[config.mk]
export PLATFORM = sky130hd
export DESIGN_NAME = spi_adaptive_fifos
export DESIGN_NICKNAME = d
export VERILOG_FILES = /design/src/rtl/spi_fifo_pkg.sv /design/src/rtl/spi_fifo_depth_sel.sv /design/src/rtl/spi_fifo_core.sv /design/src/rtl/spi_adaptive_fifos.sv
export SDC_FILE = /design/constraint.sdc
export NUM_CORES = 2
export LEC_CHECK = 0
export ABC_AREA = 1
export BUFFER_PORTS_ARGS = -buffer_cell sky130_fd_sc_hd__clkbuf_2
export CAP_MARGIN = 20
export CELL_PAD_IN_SITES_DETAIL_PLACEMENT = 0
export CELL_PAD_IN_SITES_GLOBAL_PLACEMENT = 1
export CORE_MARGIN = 2
export CORE_UTILIZATION = 40
export CTS_BUF_LIST = sky130_fd_sc_hd__clkbuf_8
export DETAILED_ROUTE_END_ITERATION = 6
export GPL_ROUTABILITY_DRIVEN = 1
export PLACE_DENSITY = 0.62
export SYNTH_ARGS = -nofsm -noshare
export SYNTH_HDL_FRONTEND = slang
export SYNTH_SLANG_ARGS = --single-unit
export TNS_END_PERCENT = 50
[constraint.sdc]
create_clock -name clk -period 8.6 [get_ports clk]
set_input_delay 1.72 -clock clk [delete_from_list [all_inputs] [get_ports clk]]
set_output_delay 1.72 -clock clk [all_outputs]
set_load 0.01 [all_outputs]
[src/rtl/spi_fifo_pkg.sv]
package spi_fifo_pkg;

    localparam int WORD_W     = 32;
    localparam int PHYS_DEPTH = 32;
    localparam int PTR_W      = $clog2(PHYS_DEPTH);
    localparam int CNT_W      = PTR_W + 1;
    localparam int FLEN_W     = 6;
    localparam int COMPACT_DEPTH = 4;
    localparam int NARROW_LIMIT  = 8;
    localparam int MEDIUM_LIMIT  = 16;

    typedef struct packed {
        logic empty;
        logic almost_full;
        logic full;
    } level_flags_t;

    // Usable depth from the mode bit and the frame length in bits.
    function automatic logic [CNT_W-1:0] usable_depth(
        input logic              wide,
        input logic [FLEN_W-1:0] flen
    );
        if (!wide)
            return CNT_W'(COMPACT_DEPTH);
        else if (flen <= FLEN_W'(NARROW_LIMIT))
            return CNT_W'(PHYS_DEPTH);
        else if (flen <= FLEN_W'(MEDIUM_LIMIT))
            return CNT_W'(PHYS_DEPTH / 2);
        else
            return CNT_W'(PHYS_DEPTH / 4);
    endfunction

endpackage

[src/rtl/spi_fifo_depth_sel.sv]
module spi_fifo_depth_sel
    import spi_fifo_pkg::*;
(
    input  logic              wide_i,
    input  logic [FLEN_W-1:0] flen_i,
    output logic [CNT_W-1:0]  depth_o
);
    always_comb depth_o = usable_depth(wide_i, flen_i);
endmodule

[src/rtl/spi_fifo_core.sv]
module spi_fifo_core
    import spi_fifo_pkg::*;
#(
    parameter int WIDTH   = WORD_W,
    parameter int ENTRIES = PHYS_DEPTH,
    localparam int AW     = $clog2(ENTRIES),
    localparam int CW     = AW + 1
) (
    input  logic             clk,
    input  logic             rst,
    input  logic             clr_i,
    input  logic [CW-1:0]    depth_i,
    input  logic             wr_i,
    input  logic [WIDTH-1:0] wdata_i,
    input  logic             rd_i,
    output logic [WIDTH-1:0] rdata_o,
    output logic [CW-1:0]    count_o,
    output level_flags_t     flags_o,
    output logic             rd_ok_o,
    output logic             drop_o
);
    logic [WIDTH-1:0] slots [ENTRIES];
    logic [AW-1:0]    wr_ptr, rd_ptr;
    logic [CW-1:0]    count, count_nx;
    logic             at_limit, wr_ok, rd_ok;

    // The full test is at-or-above, so a shrunk depth cannot admit words.
    assign at_limit = (count >= depth_i);
    assign wr_ok    = wr_i && !at_limit;
    assign rd_ok    = rd_i && (count != '0);

    always_comb begin
        count_nx = count;
        unique case ({wr_ok, rd_ok})
            2'b10:   count_nx = count + CW'(1);
            2'b01:   count_nx = count - CW'(1);
            default: count_nx = count;
        endcase
    end

    always_ff @(posedge clk) begin
        if (rst || clr_i) begin
            wr_ptr <= '0;
            rd_ptr <= '0;
            count  <= '0;
        end else begin
            if (wr_ok) wr_ptr <= wr_ptr + AW'(1);
            if (rd_ok) rd_ptr <= rd_ptr + AW'(1);
            count <= count_nx;
        end
    end

    always_ff @(posedge clk) begin
        if (wr_ok) slots[wr_ptr] <= wdata_i;
    end

    assign rdata_o             = slots[rd_ptr];
    assign count_o             = count;
    assign flags_o.empty       = (count == '0);
    assign flags_o.almost_full = (count == depth_i - CW'(1));
    assign flags_o.full        = at_limit;
    assign rd_ok_o             = rd_ok;
    assign drop_o              = wr_i && at_limit;
endmodule

[src/rtl/spi_adaptive_fifos.sv]
module spi_adaptive_fifos
    import spi_fifo_pkg::*;
#(
    parameter int DATA_W  = WORD_W,
    parameter int SLOTS   = PHYS_DEPTH,
    parameter int LEN_W   = FLEN_W,
    localparam int CW     = $clog2(SLOTS) + 1
) (
    input  logic              clk,
    input  logic              rst,
    input  logic              fifo_clear_i,
    input  logic              wide_mode_i,
    input  logic [LEN_W-1:0]  frame_len_i,
    input  logic              tx_wr_i,
    input  logic [DATA_W-1:0] tx_wdata_i,
    input  logic              tx_rd_i,
    output logic [DATA_W-1:0] tx_rdata_o,
    output logic              tx_empty_o,
    output logic              tx_full_o,
    output logic              tx_almost_full_o,
    input  logic              rx_wr_i,
    input  logic [DATA_W-1:0] rx_wdata_i,
    input  logic              rx_rd_i,
    output logic [DATA_W-1:0] rx_rdata_o,
    output logic              rx_empty_o,
    output logic              rx_full_o,
    output logic              rx_almost_full_o,
    output logic              rx_overrun_o,
    output logic              rx_overrun_irq_o,
    input  logic              rx_overrun_ack_i
);
    logic [CW-1:0] depth;
    logic [CW-1:0] tx_count, rx_count;
    level_flags_t  tx_flags, rx_flags;
    logic          tx_rd_ok, tx_drop, rx_rd_ok, rx_drop;
    logic          overrun_q, overrun_irq_q;

    spi_fifo_depth_sel u_depth (
        .wide_i  (wide_mode_i),
        .flen_i  (frame_len_i),
        .depth_o (depth)
    );

    spi_fifo_core #(.WIDTH(DATA_W), .ENTRIES(SLOTS)) u_txq (
        .clk     (clk),
        .rst     (rst),
        .clr_i   (fifo_clear_i),
        .depth_i (depth),
        .wr_i    (tx_wr_i),
        .wdata_i (tx_wdata_i),
        .rd_i    (tx_rd_i),
        .rdata_o (tx_rdata_o),
        .count_o (tx_count),
        .flags_o (tx_flags),
        .rd_ok_o (tx_rd_ok),
        .drop_o  (tx_drop)
    );

    spi_fifo_core #(.WIDTH(DATA_W), .ENTRIES(SLOTS)) u_rxq (
        .clk     (clk),
        .rst     (rst),
        .clr_i   (fifo_clear_i),
        .depth_i (depth),
        .wr_i    (rx_wr_i),
        .wdata_i (rx_wdata_i),
        .rd_i    (rx_rd_i),
        .rdata_o (rx_rdata_o),
        .count_o (rx_count),
        .flags_o (rx_flags),
        .rd_ok_o (rx_rd_ok),
        .drop_o  (rx_drop)
    );

    // A dropped receive word wins over a read in the same cycle.
    always_ff @(posedge clk) begin
        if (rst || fifo_clear_i) begin
            overrun_q     <= 1'b0;
            overrun_irq_q <= 1'b0;
        end else begin
            if (rx_drop)       overrun_q <= 1'b1;
            else if (rx_rd_ok) overrun_q <= 1'b0;
            if (rx_drop)               overrun_irq_q <= 1'b1;
            else if (rx_overrun_ack_i) overrun_irq_q <= 1'b0;
        end
    end

    assign tx_empty_o       = tx_flags.empty;
    assign tx_full_o        = tx_flags.full;
    assign tx_almost_full_o = tx_flags.almost_full;
    assign rx_empty_o       = rx_flags.empty;
    assign rx_full_o        = rx_flags.full;
    assign rx_almost_full_o = rx_flags.almost_full;
    assign rx_overrun_o     = overrun_q;
    assign rx_overrun_irq_o = overrun_irq_q;

    logic unused_tx;
    assign unused_tx = tx_rd_ok ^ tx_drop;
endmodule

==> flow_metrics.py <==
metrics = {
    "grt": {
        "antenna_found_initial": 9,
        "overflow": 0,
        "grt_usage_pct": 23.8,
        "grt_pass1_vias": 53741,
        "grt_pass1_wl_mm": 378,
        "grt_max_degree": 166,
    },
    "routing": {
        "drc": 0,
        "vias": 55181,
        "firstDrtPassIters": 6,
        "wl_per_cell_um": 25.1,
        "ant_nets": 0,
        "routed_wl_mm": 260,
        "via_per_inst": 5.31,
        "initialDrtViolationCount": 5435,
    },
    "setup_path": {
        "r2r_cells": 9,
        "cp-start-kind": "flip-flop",
        "crit_end": "tx_rdata_o[25]",
        "r2r-end": "u_rxq.slots[20][17]$_DFFE_PP_",
        "end_kind": "output port",
        "timing.rr.start": "u_rxq.count_o[3]$_SDFFE_PP0P_",
        "cp_max_fo": 124,
        "worstSetupPathType": "reg -> out",
        "critPathArrivalTime_ns": 4.65,
        "r2r_slack_ns": 5.09,
        "cp.required_ns": 6.88,
    },
    "die": {
        "rows": 169,
        "die_area_um2": 216000,
        "coreArea_um2": 212000,
        "fp.dieW_um": 465,
        "dieHeight_um": 465,
        "ios": 151,
        "initial_utilization_pct": 40.1,
    },
    "yosys": {
        "syn_area_um2": 85000,
        "syn_inst": 7121,
        "synth_cell_types": 28,
        "synth_top_family_by_area": "simple AND/OR/NAND/NOR gates",
        "synth-seq-cells": 2092,
        "avgSynthCellArea_um2": 11.9,
        "synth.area.mux_share_pct": 0,
        "synth_compound_area_share_pct": 3.24,
        "synthAdderAreaFrac_pct": 0.353,
        "yosysWarnings": 0,
        "yosysSeqAreaShare_pct": 73.4,
        "synth_nets": 7224,
        "yosys.area_share.simple_pct": 19.5,
        "synthXorXnorAreaFrac_pct": 0.113,
    },
    "sta": {
        "setup_viol_count_final": 0,
        "finalHoldViolCount": 0,
        "clock_skew_ns": 0.101,
        "worst_pin_slew_ns": 1.15,
        "period_share_pct": 74.0,
        "drv_slew": 0,
        "max-slew-margin-rel_pct": 23.5,
        "rsz0062_at_grt": "no",
        "fin_tns_setup_ns": 0,
        "fin_crit_ns": 6.37,
        "fmax_mhz": 157,
    },
    "clocking": {
        "post_cts_resized": 0,
        "cts.sinks": 2092,
        "clock_path_buffers": 4,
        "cts_made_buffers": 370,
        "cts_setup_buffers": 0,
        "clock_latency_ns": 1.10,
        "clk_pin_slew_ns": 0.05,
        "hold_buffers": 0,
        "cts_tree": "yes",
        "cts_max_level": 5,
        "root_buffer": "clkbuf_8",
    },
    "final_layout": {
        "fill_cells": 19526,
        "layout.nets": 7412,
        "final_cell_mix": "2451 x nand2_1, 2048 x edfxtp_1, 1319 x nand3_1",
        "area_growth_pct": 12.0,
        "mostFrequentLayoutCell": "nand2_1",
        "fin_cells": 10390,
        "drive_gt1_share_pct": 10.1,
    },
    "hold_path": {
        "hold_class": "reg -> reg",
    },
    "placement": {
        "dpl.cell_count": 9748,
        "dp_hpwl_mm": 151,
        "routabilityCongestion": 0.816,
        "io_buffers": 150,
    },
    "pwr": {
        "max-vdd-ir-drop_mv": 0.185,
        "pwr_density_cell_nw_per_um2": 270,
        "p_leak_uw": 0.0338,
    },
    "job": {
        "max_cap_violations": 0,
    },
    "status": {
        "status": "complete, no violations",
    },
}
-- synth_stat cells --
| library cell | number | area [um2] |
|---|---|---|
| inv_2 | 2 | 7.51 |
| dfxtp_1 | 44 | 881 |
| ha_1 | 24 | 300 |
| buf_2 | 230 | 1150 |
| o31ai_1 | 65 | 488 |
| clkinv_1 | 2 | 7.51 |
| inv_6 | 2 | 17.5 |
| inv_1 | 68 | 255 |
| a21oi_1 | 416 | 2080 |
| nand3_1 | 1319 | 6600 |
| nor4_1 | 2 | 12.5 |
| buf_1 | 29 | 109 |
| or2_2 | 4 | 25.0 |
| clkbuf_1 | 67 | 251 |
| nand4_1 | 4 | 25.0 |
| nor3_1 | 14 | 70.1 |
| nand2_1 | 2451 | 9200 |
| edfxtp_1 | 2048 | 61500 |
| xnor2_1 | 4 | 35.0 |
| a21o_1 | 4 | 30.0 |
| o21ai_0 | 28 | 140 |
| buf_6 | 38 | 428 |
| o21bai_1 | 2 | 15.0 |
| nand3b_1 | 2 | 15.0 |
| xor2_1 | 7 | 61.3 |
| buf_4 | 85 | 638 |
| nor2_1 | 157 | 589 |
| nor3b_1 | 3 | 22.5 |
-- cells by family (layout without fill, tap and decap cells) --
kind of cell,after synthesis,after routing
AO/OA/AOI/OAI,515,515
buffers and inverters,523,964
XOR/XNOR,11,11
flip-flops,2092,2092
adder cells (fa/ha/maj),24,24
AND/OR/NAND/NOR,3956,3956
other,0,7
-- report_power, final --
part	total (uW)	switching [uW]	internal, uW	leakage, uW
Sequential	11600	139	11400	0.0188
Clock	8170	4010	4160	0.00369
Combinational	5960	4410	1550	0.0113
Total	25700	8560	17100	0.0338
-- metrics by stage --
stage,utilization [%],total power (uW),instance area [um2],setup slack (ns),hold WS (ns)
after floorplan,-,15500,85000,2.26,0.459
after global placement,41.6,17800,88000,2.54,0.456
after detailed placement,41.8,17800,88600,2.60,0.464
after CTS,44.8,26000,94900,2.12,0.472
after global routing,45.0,26900,95200,2.06,0.525
final,45.0,25700,95200,2.23,0.469
-- per-layer routing --
layer	track usage (%)	share of wire, %
met4	7.33	3.0
met3	3.81	5.8
met5	0	0
met2	39.8	49
met1	31.7	42
-- critical path, stage by stage (launching register included) --
cell	delay [ns]
dfxtp_4	0.61
buf_12	0.41
buf_4	0.56
nand2_1	0.10
nand3_1	0.10
nand2_1	0.07
a21oi_1	0.13
o31ai_1	0.19
a21oi_1	0.89
clkbuf_2	0.28
-- cell type report --
class | count | area (um2) | area share [%]
Inverter | 74 | 335 | 0.352
Tap cell | 2821 | 3530 | 3.71
Multi-Input combinational cell | 4506 | 20200 | 21.2
Timing Repair Buffer | 265 | 2370 | 2.49
Sequential cell | 2092 | 62400 | 65.6
Clock buffer | 379 | 5220 | 5.48
Clock inverter | 246 | 1100 | 1.16
Antenna cell | 7 | 17.5 | 0.0184
-- worst min-delay path by stage --
stage                                 start                   endpoint  cells after the start
6_report          rx_overrun_o$_SDFFE_PP0P_  rx_overrun_o$_SDFFE_PP0P_                      2
5_1_grt           rx_overrun_o$_SDFFE_PP0P_  rx_overrun_o$_SDFFE_PP0P_                      2
4_1_cts           rx_overrun_o$_SDFFE_PP0P_  rx_overrun_o$_SDFFE_PP0P_                      2
3_5_place_dp      rx_overrun_o$_SDFFE_PP0P_  rx_overrun_o$_SDFFE_PP0P_                      2
3_3_place_gp      rx_overrun_o$_SDFFE_PP0P_  rx_overrun_o$_SDFFE_PP0P_                      2
2_1_floorplan  u_txq.rd_ptr[0]$_SDFFE_PP0P_                  flip-flop                      1
-- sequential cells by signal (all words and copies together), names as in the netlist, named ones only --
name              count
u_rxq.count_o         6
u_txq.wr_ptr          5
u_rxq.slots        1024
rx_overrun_o          1
rx_overrun_irq_o      1
u_txq.rd_ptr          5
u_txq.count_o         6
u_rxq.wr_ptr          5
u_txq.slots        1024
u_rxq.rd_ptr          5
(Power assumes the default switching activity.)
